### src/rtl/wdog_pkg.sv
package wdog_pkg;

  localparam logic [15:0] OFS_PERIOD = 16'h3004;
  localparam logic [15:0] OFS_ROUTE  = 16'h3008;
  localparam logic [15:0] OFS_CTRL   = 16'h300C;

  localparam int CODE_W = 4;
  localparam int SEC_W  = 8;

  localparam logic [CODE_W-1:0] CODE_MIN   = 4'd3;
  localparam logic [CODE_W-1:0] CODE_MAX   = 4'd10;
  localparam logic [CODE_W-1:0] CODE_RESET = 4'd9;

  localparam int BIT_EN   = 0;
  localparam int BIT_CLR  = 1;
  localparam int BIT_STAT = 8;

  typedef enum logic [1:0] {
    ROUTE_BOTH = 2'd0,
    ROUTE_RSV1 = 2'd1,
    ROUTE_IRQ  = 2'd2,
    ROUTE_RSV3 = 2'd3
  } route_e;

  typedef struct packed {
    logic start;
    logic stop;
  } cmd_t;

  function automatic logic [CODE_W-1:0] clamp_code(input logic [CODE_W-1:0] c);
    if (c < CODE_MIN) return CODE_MIN;
    if (c > CODE_MAX) return CODE_MAX;
    return c;
  endfunction

  function automatic logic [SEC_W-1:0] code_to_secs(input logic [CODE_W-1:0] c);
    logic [CODE_W-1:0] sh;
    sh = clamp_code(c) - CODE_MIN;
    return 8'd1 << sh;
  endfunction

endpackage

### src/rtl/wdog_regs.sv
module wdog_regs
  import wdog_pkg::*;
#(
  parameter int ADDR_W = 16,
  parameter int DATA_W = 32
) (
  input  logic              clk,
  input  logic              rst_n,
  input  logic              bus_wr,
  input  logic [ADDR_W-1:0] bus_addr,
  input  logic [DATA_W-1:0] bus_wdata,
  input  logic              status,
  output logic [CODE_W-1:0] period_code,
  output route_e            route,
  output logic              enable,
  output cmd_t              cmd,
  output logic [DATA_W-1:0] bus_rdata
);

  logic [CODE_W-1:0] code_q, code_d;
  route_e            route_q, route_d;
  logic              en_q, en_d;
  logic              sel_period, sel_route, sel_ctrl;
  logic              wr_ctrl;
  logic              unused_wdata;

  assign sel_period   = (bus_addr == ADDR_W'(OFS_PERIOD));
  assign sel_route    = (bus_addr == ADDR_W'(OFS_ROUTE));
  assign sel_ctrl     = (bus_addr == ADDR_W'(OFS_CTRL));
  assign wr_ctrl      = bus_wr && sel_ctrl;
  assign unused_wdata = ^bus_wdata[DATA_W-1:CODE_W];

  always_comb begin
    code_d  = code_q;
    route_d = route_q;
    en_d    = en_q;
    if (bus_wr && sel_period) code_d  = bus_wdata[CODE_W-1:0];
    if (bus_wr && sel_route)  route_d = route_e'(bus_wdata[1:0]);
    if (wr_ctrl)              en_d    = bus_wdata[BIT_EN];
  end

  always_comb begin
    cmd.start = wr_ctrl && bus_wdata[BIT_EN] && (bus_wdata[BIT_CLR] || !en_q);
    cmd.stop  = wr_ctrl && !bus_wdata[BIT_EN] && en_q;
  end

  always_comb begin
    bus_rdata = '0;
    if (sel_period) begin
      bus_rdata[CODE_W-1:0] = code_q;
    end else if (sel_route) begin
      bus_rdata[1:0] = route_q;
    end else if (sel_ctrl) begin
      bus_rdata[BIT_EN]   = en_q;
      bus_rdata[BIT_STAT] = status;
    end
  end

  always_ff @(posedge clk or negedge rst_n) begin
    if (!rst_n) begin
      code_q  <= CODE_RESET;
      route_q <= ROUTE_BOTH;
      en_q    <= 1'b0;
    end else begin
      code_q  <= code_d;
      route_q <= route_d;
      en_q    <= en_d;
    end
  end

  assign period_code = code_q;
  assign route       = route_q;
  assign enable      = en_q;

endmodule

### src/rtl/wdog_handshake.sv
module wdog_handshake
  import wdog_pkg::*;
#(
  parameter int HS_CYCLES = 2
) (
  input  logic clk,
  input  logic rst_n,
  input  cmd_t cmd,
  output logic status
);

  localparam int CW = (HS_CYCLES > 1) ? $clog2(HS_CYCLES + 1) : 1;

  logic [CW-1:0] cnt_q, cnt_d;
  logic          st_q, st_d;

  always_comb begin
    cnt_d = cnt_q;
    st_d  = st_q;
    if (cmd.start) begin
      cnt_d = CW'(HS_CYCLES);
      st_d  = 1'b0;
    end else if (cmd.stop) begin
      cnt_d = '0;
      st_d  = 1'b0;
    end else if (cnt_q != '0) begin
      cnt_d = cnt_q - 1'b1;
      if (cnt_q == CW'(1)) st_d = 1'b1;
    end
  end

  always_ff @(posedge clk or negedge rst_n) begin
    if (!rst_n) begin
      cnt_q <= '0;
      st_q  <= 1'b0;
    end else begin
      cnt_q <= cnt_d;
      st_q  <= st_d;
    end
  end

  assign status = st_q;

endmodule

### src/rtl/wdog_counter.sv
module wdog_counter
  import wdog_pkg::*;
#(
  parameter int TICKS_PER_SEC = 4
) (
  input  logic              clk,
  input  logic              rst_n,
  input  cmd_t              cmd,
  input  logic              run,
  input  logic              tick_en,
  input  logic [CODE_W-1:0] code,
  output logic              expire
);

  localparam int PRE_W = (TICKS_PER_SEC > 1) ? $clog2(TICKS_PER_SEC) : 1;
  localparam logic [PRE_W-1:0] PRE_LAST = PRE_W'(TICKS_PER_SEC - 1);

  logic [PRE_W-1:0] pre_q, pre_d;
  logic [SEC_W-1:0] sec_q, sec_d;
  logic [SEC_W-1:0] lim_q, lim_d;
  logic [SEC_W-1:0] sec_inc;
  logic             done_q, done_d;
  logic             step;

  assign step    = run && !done_q && tick_en;
  assign sec_inc = sec_q + 8'd1;

  always_comb begin
    pre_d  = pre_q;
    sec_d  = sec_q;
    lim_d  = lim_q;
    done_d = done_q;
    expire = 1'b0;
    if (cmd.start) begin
      pre_d  = '0;
      sec_d  = '0;
      done_d = 1'b0;
      lim_d  = code_to_secs(code);
    end else if (cmd.stop) begin
      pre_d  = '0;
      sec_d  = '0;
      done_d = 1'b0;
    end else if (step) begin
      if (pre_q == PRE_LAST) begin
        pre_d = '0;
        if (sec_inc == lim_q) begin
          sec_d  = '0;
          done_d = 1'b1;
          expire = 1'b1;
        end else begin
          sec_d = sec_inc;
        end
      end else begin
        pre_d = pre_q + 1'b1;
      end
    end
  end

  always_ff @(posedge clk or negedge rst_n) begin
    if (!rst_n) begin
      pre_q  <= '0;
      sec_q  <= '0;
      lim_q  <= '0;
      done_q <= 1'b0;
    end else begin
      pre_q  <= pre_d;
      sec_q  <= sec_d;
      lim_q  <= lim_d;
      done_q <= done_d;
    end
  end

endmodule

### src/rtl/wdog_alarm.sv
module wdog_alarm
  import wdog_pkg::*;
(
  input  logic   clk,
  input  logic   rst_n,
  input  cmd_t   cmd,
  input  logic   expire,
  input  route_e route,
  output logic   irq,
  output logic   sys_rst
);

  logic irq_q, irq_d;
  logic rst_q, rst_d;

  always_comb begin
    irq_d = irq_q;
    rst_d = 1'b0;
    if (cmd.start || cmd.stop) begin
      irq_d = 1'b0;
    end else if (expire) begin
      irq_d = 1'b1;
      rst_d = (route == ROUTE_BOTH);
    end
  end

  always_ff @(posedge clk or negedge rst_n) begin
    if (!rst_n) begin
      irq_q <= 1'b0;
      rst_q <= 1'b0;
    end else begin
      irq_q <= irq_d;
      rst_q <= rst_d;
    end
  end

  assign irq     = irq_q;
  assign sys_rst = rst_q;

endmodule

### src/rtl/wdog_timer.sv
module wdog_timer
  import wdog_pkg::*;
#(
  parameter int ADDR_W        = 16,
  parameter int DATA_W        = 32,
  parameter int TICKS_PER_SEC = 4,
  parameter int HS_CYCLES     = 2
) (
  input  logic              clk,
  input  logic              rst_n,
  input  logic              tick_en,
  input  logic              bus_wr,
  input  logic [ADDR_W-1:0] bus_addr,
  input  logic [DATA_W-1:0] bus_wdata,
  output logic [DATA_W-1:0] bus_rdata,
  output logic              irq,
  output logic              sys_rst
);

  logic [CODE_W-1:0] code_w;
  route_e            route_w;
  logic              en_w;
  cmd_t              cmd_w;
  logic              status_w;
  logic              expire_w;

  wdog_regs #(.ADDR_W(ADDR_W), .DATA_W(DATA_W)) u_regs (
    .clk        (clk),
    .rst_n      (rst_n),
    .bus_wr     (bus_wr),
    .bus_addr   (bus_addr),
    .bus_wdata  (bus_wdata),
    .status     (status_w),
    .period_code(code_w),
    .route      (route_w),
    .enable     (en_w),
    .cmd        (cmd_w),
    .bus_rdata  (bus_rdata)
  );

  wdog_handshake #(.HS_CYCLES(HS_CYCLES)) u_hs (
    .clk   (clk),
    .rst_n (rst_n),
    .cmd   (cmd_w),
    .status(status_w)
  );

  wdog_counter #(.TICKS_PER_SEC(TICKS_PER_SEC)) u_cnt (
    .clk    (clk),
    .rst_n  (rst_n),
    .cmd    (cmd_w),
    .run    (status_w),
    .tick_en(tick_en),
    .code   (code_w),
    .expire (expire_w)
  );

  wdog_alarm u_alarm (
    .clk    (clk),
    .rst_n  (rst_n),
    .cmd    (cmd_w),
    .expire (expire_w),
    .route  (route_w),
    .irq    (irq),
    .sys_rst(sys_rst)
  );

endmodule

### config.mk
export PLATFORM = sky130hd
export DESIGN_NAME = wdog_timer
export DESIGN_NICKNAME = d
export VERILOG_FILES = /design/src/rtl/wdog_pkg.sv /design/src/rtl/wdog_regs.sv /design/src/rtl/wdog_handshake.sv /design/src/rtl/wdog_counter.sv /design/src/rtl/wdog_alarm.sv /design/src/rtl/wdog_timer.sv
export SDC_FILE = /design/constraint.sdc
export NUM_CORES = 1
export LEC_CHECK = 0
export CELL_PAD_IN_SITES_DETAIL_PLACEMENT = 1
export CELL_PAD_IN_SITES_GLOBAL_PLACEMENT = 1
export CORE_MARGIN = 1.5
export CORE_UTILIZATION = 25
export DETAILED_ROUTE_END_ITERATION = 16
export GPL_TIMING_DRIVEN = 0
export PLACE_DENSITY = 0.73
export SETUP_SLACK_MARGIN = 0.15
export SLEW_MARGIN = 20
export SYNTH_ARGS = -nofsm -noshare
export SYNTH_HDL_FRONTEND = slang
export SYNTH_HIERARCHICAL = 1
export SYNTH_SLANG_ARGS = --single-unit
### constraint.sdc
create_clock -name clk -period 2.5 [get_ports clk]
set_clock_uncertainty 0.05 [all_clocks]
set_input_delay 0.5 -clock clk [delete_from_list [all_inputs] [get_ports clk]]
set_output_delay 0.5 -clock clk [all_outputs]
set_load 0.02 [all_outputs]
# --- Word level (Yosys, flattened, before mapping) ---
# Index checks and enable logic that the tools add are counted.
op_classes:
  n_reduce_logical: 25
  n_shift: 1
  n_lt_le_gt_ge: 2
  add_sub_neg: 4
  n_eq_ne: 6
  mux: 48
op_table:
  columns: ["op", "count"]
  rows:
  - ["16-bit by 14-bit equality test with 1-bit output (second input constant)", 3]
  - ["8-bit 2-to-1 mux", 5]
  - ["1-bit 2-to-1 mux", 29]
  - ["4-bit 2-to-1 mux", 5]
  - ["2-bit 2-to-1 mux", 9]
  - ["3-bit nonzero test", 5]
  - ["1-bit logical AND", 9]
  - ["8-bit by 1-bit adder with 8-bit output (second input constant)", 1]
  - ["8-bit equality test", 1]
  - ["1-bit by 4-bit left shift with 8-bit output (first input constant)", 1]
  - ["4-bit greater-than comparator (second input constant)", 1]
  - ["4-bit by 2-bit less-than comparator with 1-bit output (second input constant)", 1]
  - ["2-bit AND reduction", 2]
  - ["2-bit nonzero test", 2]
  - ["4-bit by 2-bit subtractor with 4-bit output (second input constant)", 1]
  - ["1-bit zero test", 3]
  - ["3-bit AND reduction", 1]
  - ["2-bit by 1-bit adder with 2-bit output (second input constant)", 1]
  - ["2-bit by 1-bit equality test with 1-bit output (second input constant)", 1]
  - ["2-bit equality test (second input constant)", 1]
  - ["2-bit zero test", 1]
  - ["1-bit logical OR", 2]
  - ["2-bit by 1-bit subtractor with 2-bit output (second input constant)", 1]
totals:
  input_bits: 52
  output_inout_bits: 34
  ff_bits: 31

# --- Depth between registers and ports, before layout ---
logic_depth:
  depth_word: 12
  ltp_mapped: 10

# --- Modules after synthesis ---
# The synthesis kept the hierarchy.
modules_own_cells:
  columns: ["mod", "area_each_um2", "n_inst", "cells_per_inst", "seq_area_each_um2"]
  rows:
  - ["wdog_counter", 1249.9, 1, 137, 475.5]
  - ["wdog_regs", 696.9, 1, 66, 177.7]
  - ["wdog_handshake", 172.7, 1, 16, 75.1]
  - ["wdog_alarm", 71.3, 1, 6, 50.0]

# --- Worst setup path after synthesis ---
# Ideal clock, no wire load.
synth_timing:
  kind: "input-to-reg"
  start: "in bus_addr[15]"
  end: "reg u_alarm.irq_q, in the netlist u_alarm/irq"
  t_required_ns: 2.286
  t_arrival_ns: 2.585
  setup_time_ns: 0.164
  path_slack_ns: -0.299
  cell_stages: 9
  cell_sequence: "nor4b_4 -> nand4_1 -> nor4b_1 -> or2_2 -> clkbuf_1 -> nor2_1 -> and2_1 -> nor2_1 -> nor3_1"
synth_rtl:
  columns: ["item", "line_no", "text"]
  rows:
  - ["start, declared", "wdog_timer.sv:13", "input logic [ADDR_W-1:0] bus_addr,"]
  - ["end signal, assigned", "wdog_alarm.sv:32", "irq_q <= irq_d;"]
  - ["end, declared", "wdog_alarm.sv:13", "logic irq_q, irq_d;"]

==> impl_results.md <==
* Outcome: finished, final reports clean
* CP max stage delay at 0.47 ns
* # DRC at 0
* Final period utilization at 94.38%
* Share of cells above drive strength 1 at 33.55%
* Register bit total from synthesis at 31
* GRT Residual Overflow at 0
* Die height at 96.62 µm
* Hold Path Class: in2async
* Antenna-violating nets left at 0
* Mapped Area at about 2200 µm²
* Antenna diode count at 0
* IO Count at 86
* Cell row count at 33
* Max-Cap Viols at 0
* CP Depth at 11
* Sequential area share after synthesis at 35.52%
* Clock Sinks at 31
* Final min period at between 2 and 2.5 ns
* Critical path destination: u_cnt/sec_q[6]$_DFFE_PN0P_
* P per Cell Area at 483.2 nW/µm²
* Vias in the first global route at about 1900
* Top cells by area, synth: dfrtp_1 (33%), buf_4 (9.6%), nor2_1 (4.1%)
* Post-DP HPWL at 3.954 mm
* Synth top area share at 33.12%
* R2R Path Start: u_cnt/sec_q[0]$_DFFE_PN0P_
* DRT iter0 DRCs at 48
* Final WL at roughly 5.7 mm
* Biggest area consumer among synthesized cells: dfrtp_1
* CTS Buf Count at 5
* Slew Limit Fails at 0
* Clock Path Buffers at 2
* FF-to-FF End: u_cnt/sec_q[6]$_DFFE_PN0P_
* Final RePlAce weighted congestion at 0.7892
* Peak supply drop at 0.2271 mV
* Dpl ws at -0.7198 ns
* RSZ-0062 raised after global routing: yes
* Port Buffer Count at 30
* NumNets Final at 356
* Vias per cell at roughly 4.5
* Crit-path max FO at 7
* H-tree Lvls at 2
* Crit path capture type: register
* Hold slack at roughly 0.047 ns
* Initial antenna violation count at 0
* FMAX at ~420 MHz
* Die footprint at 9334 µm²
* Vias at 1836
* Starting density of the core at around a quarter
* Gr usage total at between 10% and 20%
* Crit-path slowest cell: clkdlybuf4s50_1
* First-pass GRT wire length at 8.901 mm
* P&R area growth vs syn at 38.26%
* Leading cell type in the layout, fill and taps excluded: buf_4
* WL/cell at 14.02 µm
* Worst reg2reg setup slack at 0.21 ns
* TritonRoute pass-1 iters at 4
* Commonest cells after routing, fill and taps aside: buf_4 (43), dfrtp_1 (28), conb_1 (27)
* Number of synthesized flops with an enable pin at 0
* Core ar. at roughly 8300 µm²
* Synth async-reset ratio at 100.0%
* Worst-case reg-to-reg path depth at 6
* Chip width at approximately 97 µm
* CP Launch Type: primary input
* Ys flop type: dfrtp_1
* Setup Viol. Count Final at 0
* Syn_area_per_cell at 9.737 µm²
* Critical path's top delay family: simple AND/OR/NAND/NOR gates
* Ys Warns at 6
* Largest net degree at the start of global routing at 22
* Worst-path clk slew at 0.07 ns
* P_leak at 1.457 nW
* TritonCTS clock tree: yes
* Critical path arrival at 2.51 ns
* Clock root buffer: clkbuf_8
* Setup Crit Path Kind: in2reg
* Worst path bufs/invs at 3
* CP most frequent cell: buf_6
* Final number of hold-violating endpoints at 0
* Syn Inst Count at between 200 and 250
* Worst Setup SP: bus_addr[11]
* Setup slack after layout at 0.1406 ns
* Worst-Skew Late Latency at 0.28 ns
* Worst Path Required at 2.65 ns
* Netlist cell types at 58
* Cell Chain, Critical Path: clkdlybuf4s50_1, nor2_1, nand4_1, buf_6, nor2_2, and3_4, or2_4, nor2_4, o31ai_4, buf_6, o211ai_1
## routing by layer
| metal | global-route usage, % | vias up | wire length, µm |
|---|---|---|---|
| met5 | 0 | - | 0 |
| met1 | 13.88 | 884 | 2396 |
| met4 | 2.007 | 0 | 38 |
| li1 | - | 891 | - |
| met2 | 20.33 | 55 | 2982 |
| met3 | 3.613 | 6 | 276 |
## worst register-to-register path, cell delays in order, from the launching register on
cell      delay (ns)
dfrtp_2         0.46
ha_1            0.34
xor2_1          0.18
a311oi_2        0.31
o221ai_4        0.23
o311ai_0        0.43
o211ai_1        0.15
## final cells by class
type / instances / area (µm²)
Clock buffer: 6 / 72.57
Tap cell: 105 / 131.4
Buffer: 32 / 256.5
Multi-Input combinational cell: 174 / 1297
Clock inverter: 2 / 12.51
Inverter: 13 / 48.80
Timing Repair Buffer: 43 / 430.4
Fill cell: 981 / 5311
Sequential cell: 31 / 779.5
## repair_timing
item	4_1_cts	5_1_grt
pin swaps	6	12
setup buffers	6	6
hold buffers	0	0
endpoints found under the setup margin	26	18
resized for setup	35	23
## stage by stage
stage	utilization (%)	instances	power (mW)	TNS [ns]	area, µm²
floorplan	-	251	0.9186	0	2311
global placement	32.88	386	1.021	-11.79	2743
detailed placement	33.15	387	1.049	-13.16	2765
CTS	34.80	400	1.455	0	2903
global route	36.32	406	1.562	0	3029
finish	36.32	406	1.464	0	3029
## registers in the layout, indices dropped and copies added (netlist names)
| register | cells |
|---|---|
| u_alarm/irq | 1 |
| u_alarm/sys_rst | 1 |
| u_cnt/done_q | 1 |
| u_cnt/lim_q | 8 |
| u_cnt/pre_q | 2 |
| u_cnt/sec_q | 8 |
| u_hs/cnt_q | 2 |
| u_hs/status | 1 |
| u_regs/enable | 1 |
| u_regs/period_code | 4 |
| u_regs/route | 2 |
## synth_stat cells, types with 4 or more instances
cell type,n
nor3_1,5
nand2_1,16
xnor2_1,5
inv_1,13
ha_1,4
mux2_4,4
o211ai_1,7
o311ai_0,4
buf_4,28
dfrtp_1,29
or2_2,4
o22ai_1,5
nor2_1,24
nand3_1,6
nand2b_1,5
## cells by family (layout without fill, tap and decap cells)
family / after synthesis / in the layout / share of synthesized area (%)
multiplexers: 10 / 10 / 5.768
AND/OR/NAND/NOR: 88 / 88 / 24.79
AO/OA/AOI/OAI: 37 / 37 / 14.33
adder cells (fa/ha/maj): 4 / 4 / 2.285
other: 1 / 27 / 0.1712
buffers and inverters: 46 / 96 / 13.93
flip-flops: 31 / 31 / 35.52
XOR/XNOR: 8 / 8 / 3.198
## power breakdown
group | leakage (nW) | internal, mW | switching [mW]
registers | 0.371 | 0.555 | 0.0518
clock network | 0.0412 | 0.195 | 0.203
logic | 1.04 | 0.211 | 0.248
## worst min-delay path by stage
| stage | to | slack [ns] | cells past startpoint |
|---|---|---|---|
| floorplan | u_alarm/irq$_DFFE_PN0P_ | 0.15 | 0 |
| global route | u_cnt/sec_q[4]$_DFFE_PN0P_ | 0.06 | 1 |
| global placement | u_cnt/done_q$_DFFE_PN0P_ | 0.43 | 1 |
| CTS | u_cnt/sec_q[4]$_DFFE_PN0P_ | 0.05 | 1 |
| detailed placement | u_cnt/sec_q[7]$_DFFE_PN0P_ | 0.36 | 1 |
| finish | u_cnt/sec_q[4]$_DFFE_PN0P_ | 0.05 | 1 |
No activity file was read; power rests on OpenSTA's default activity.
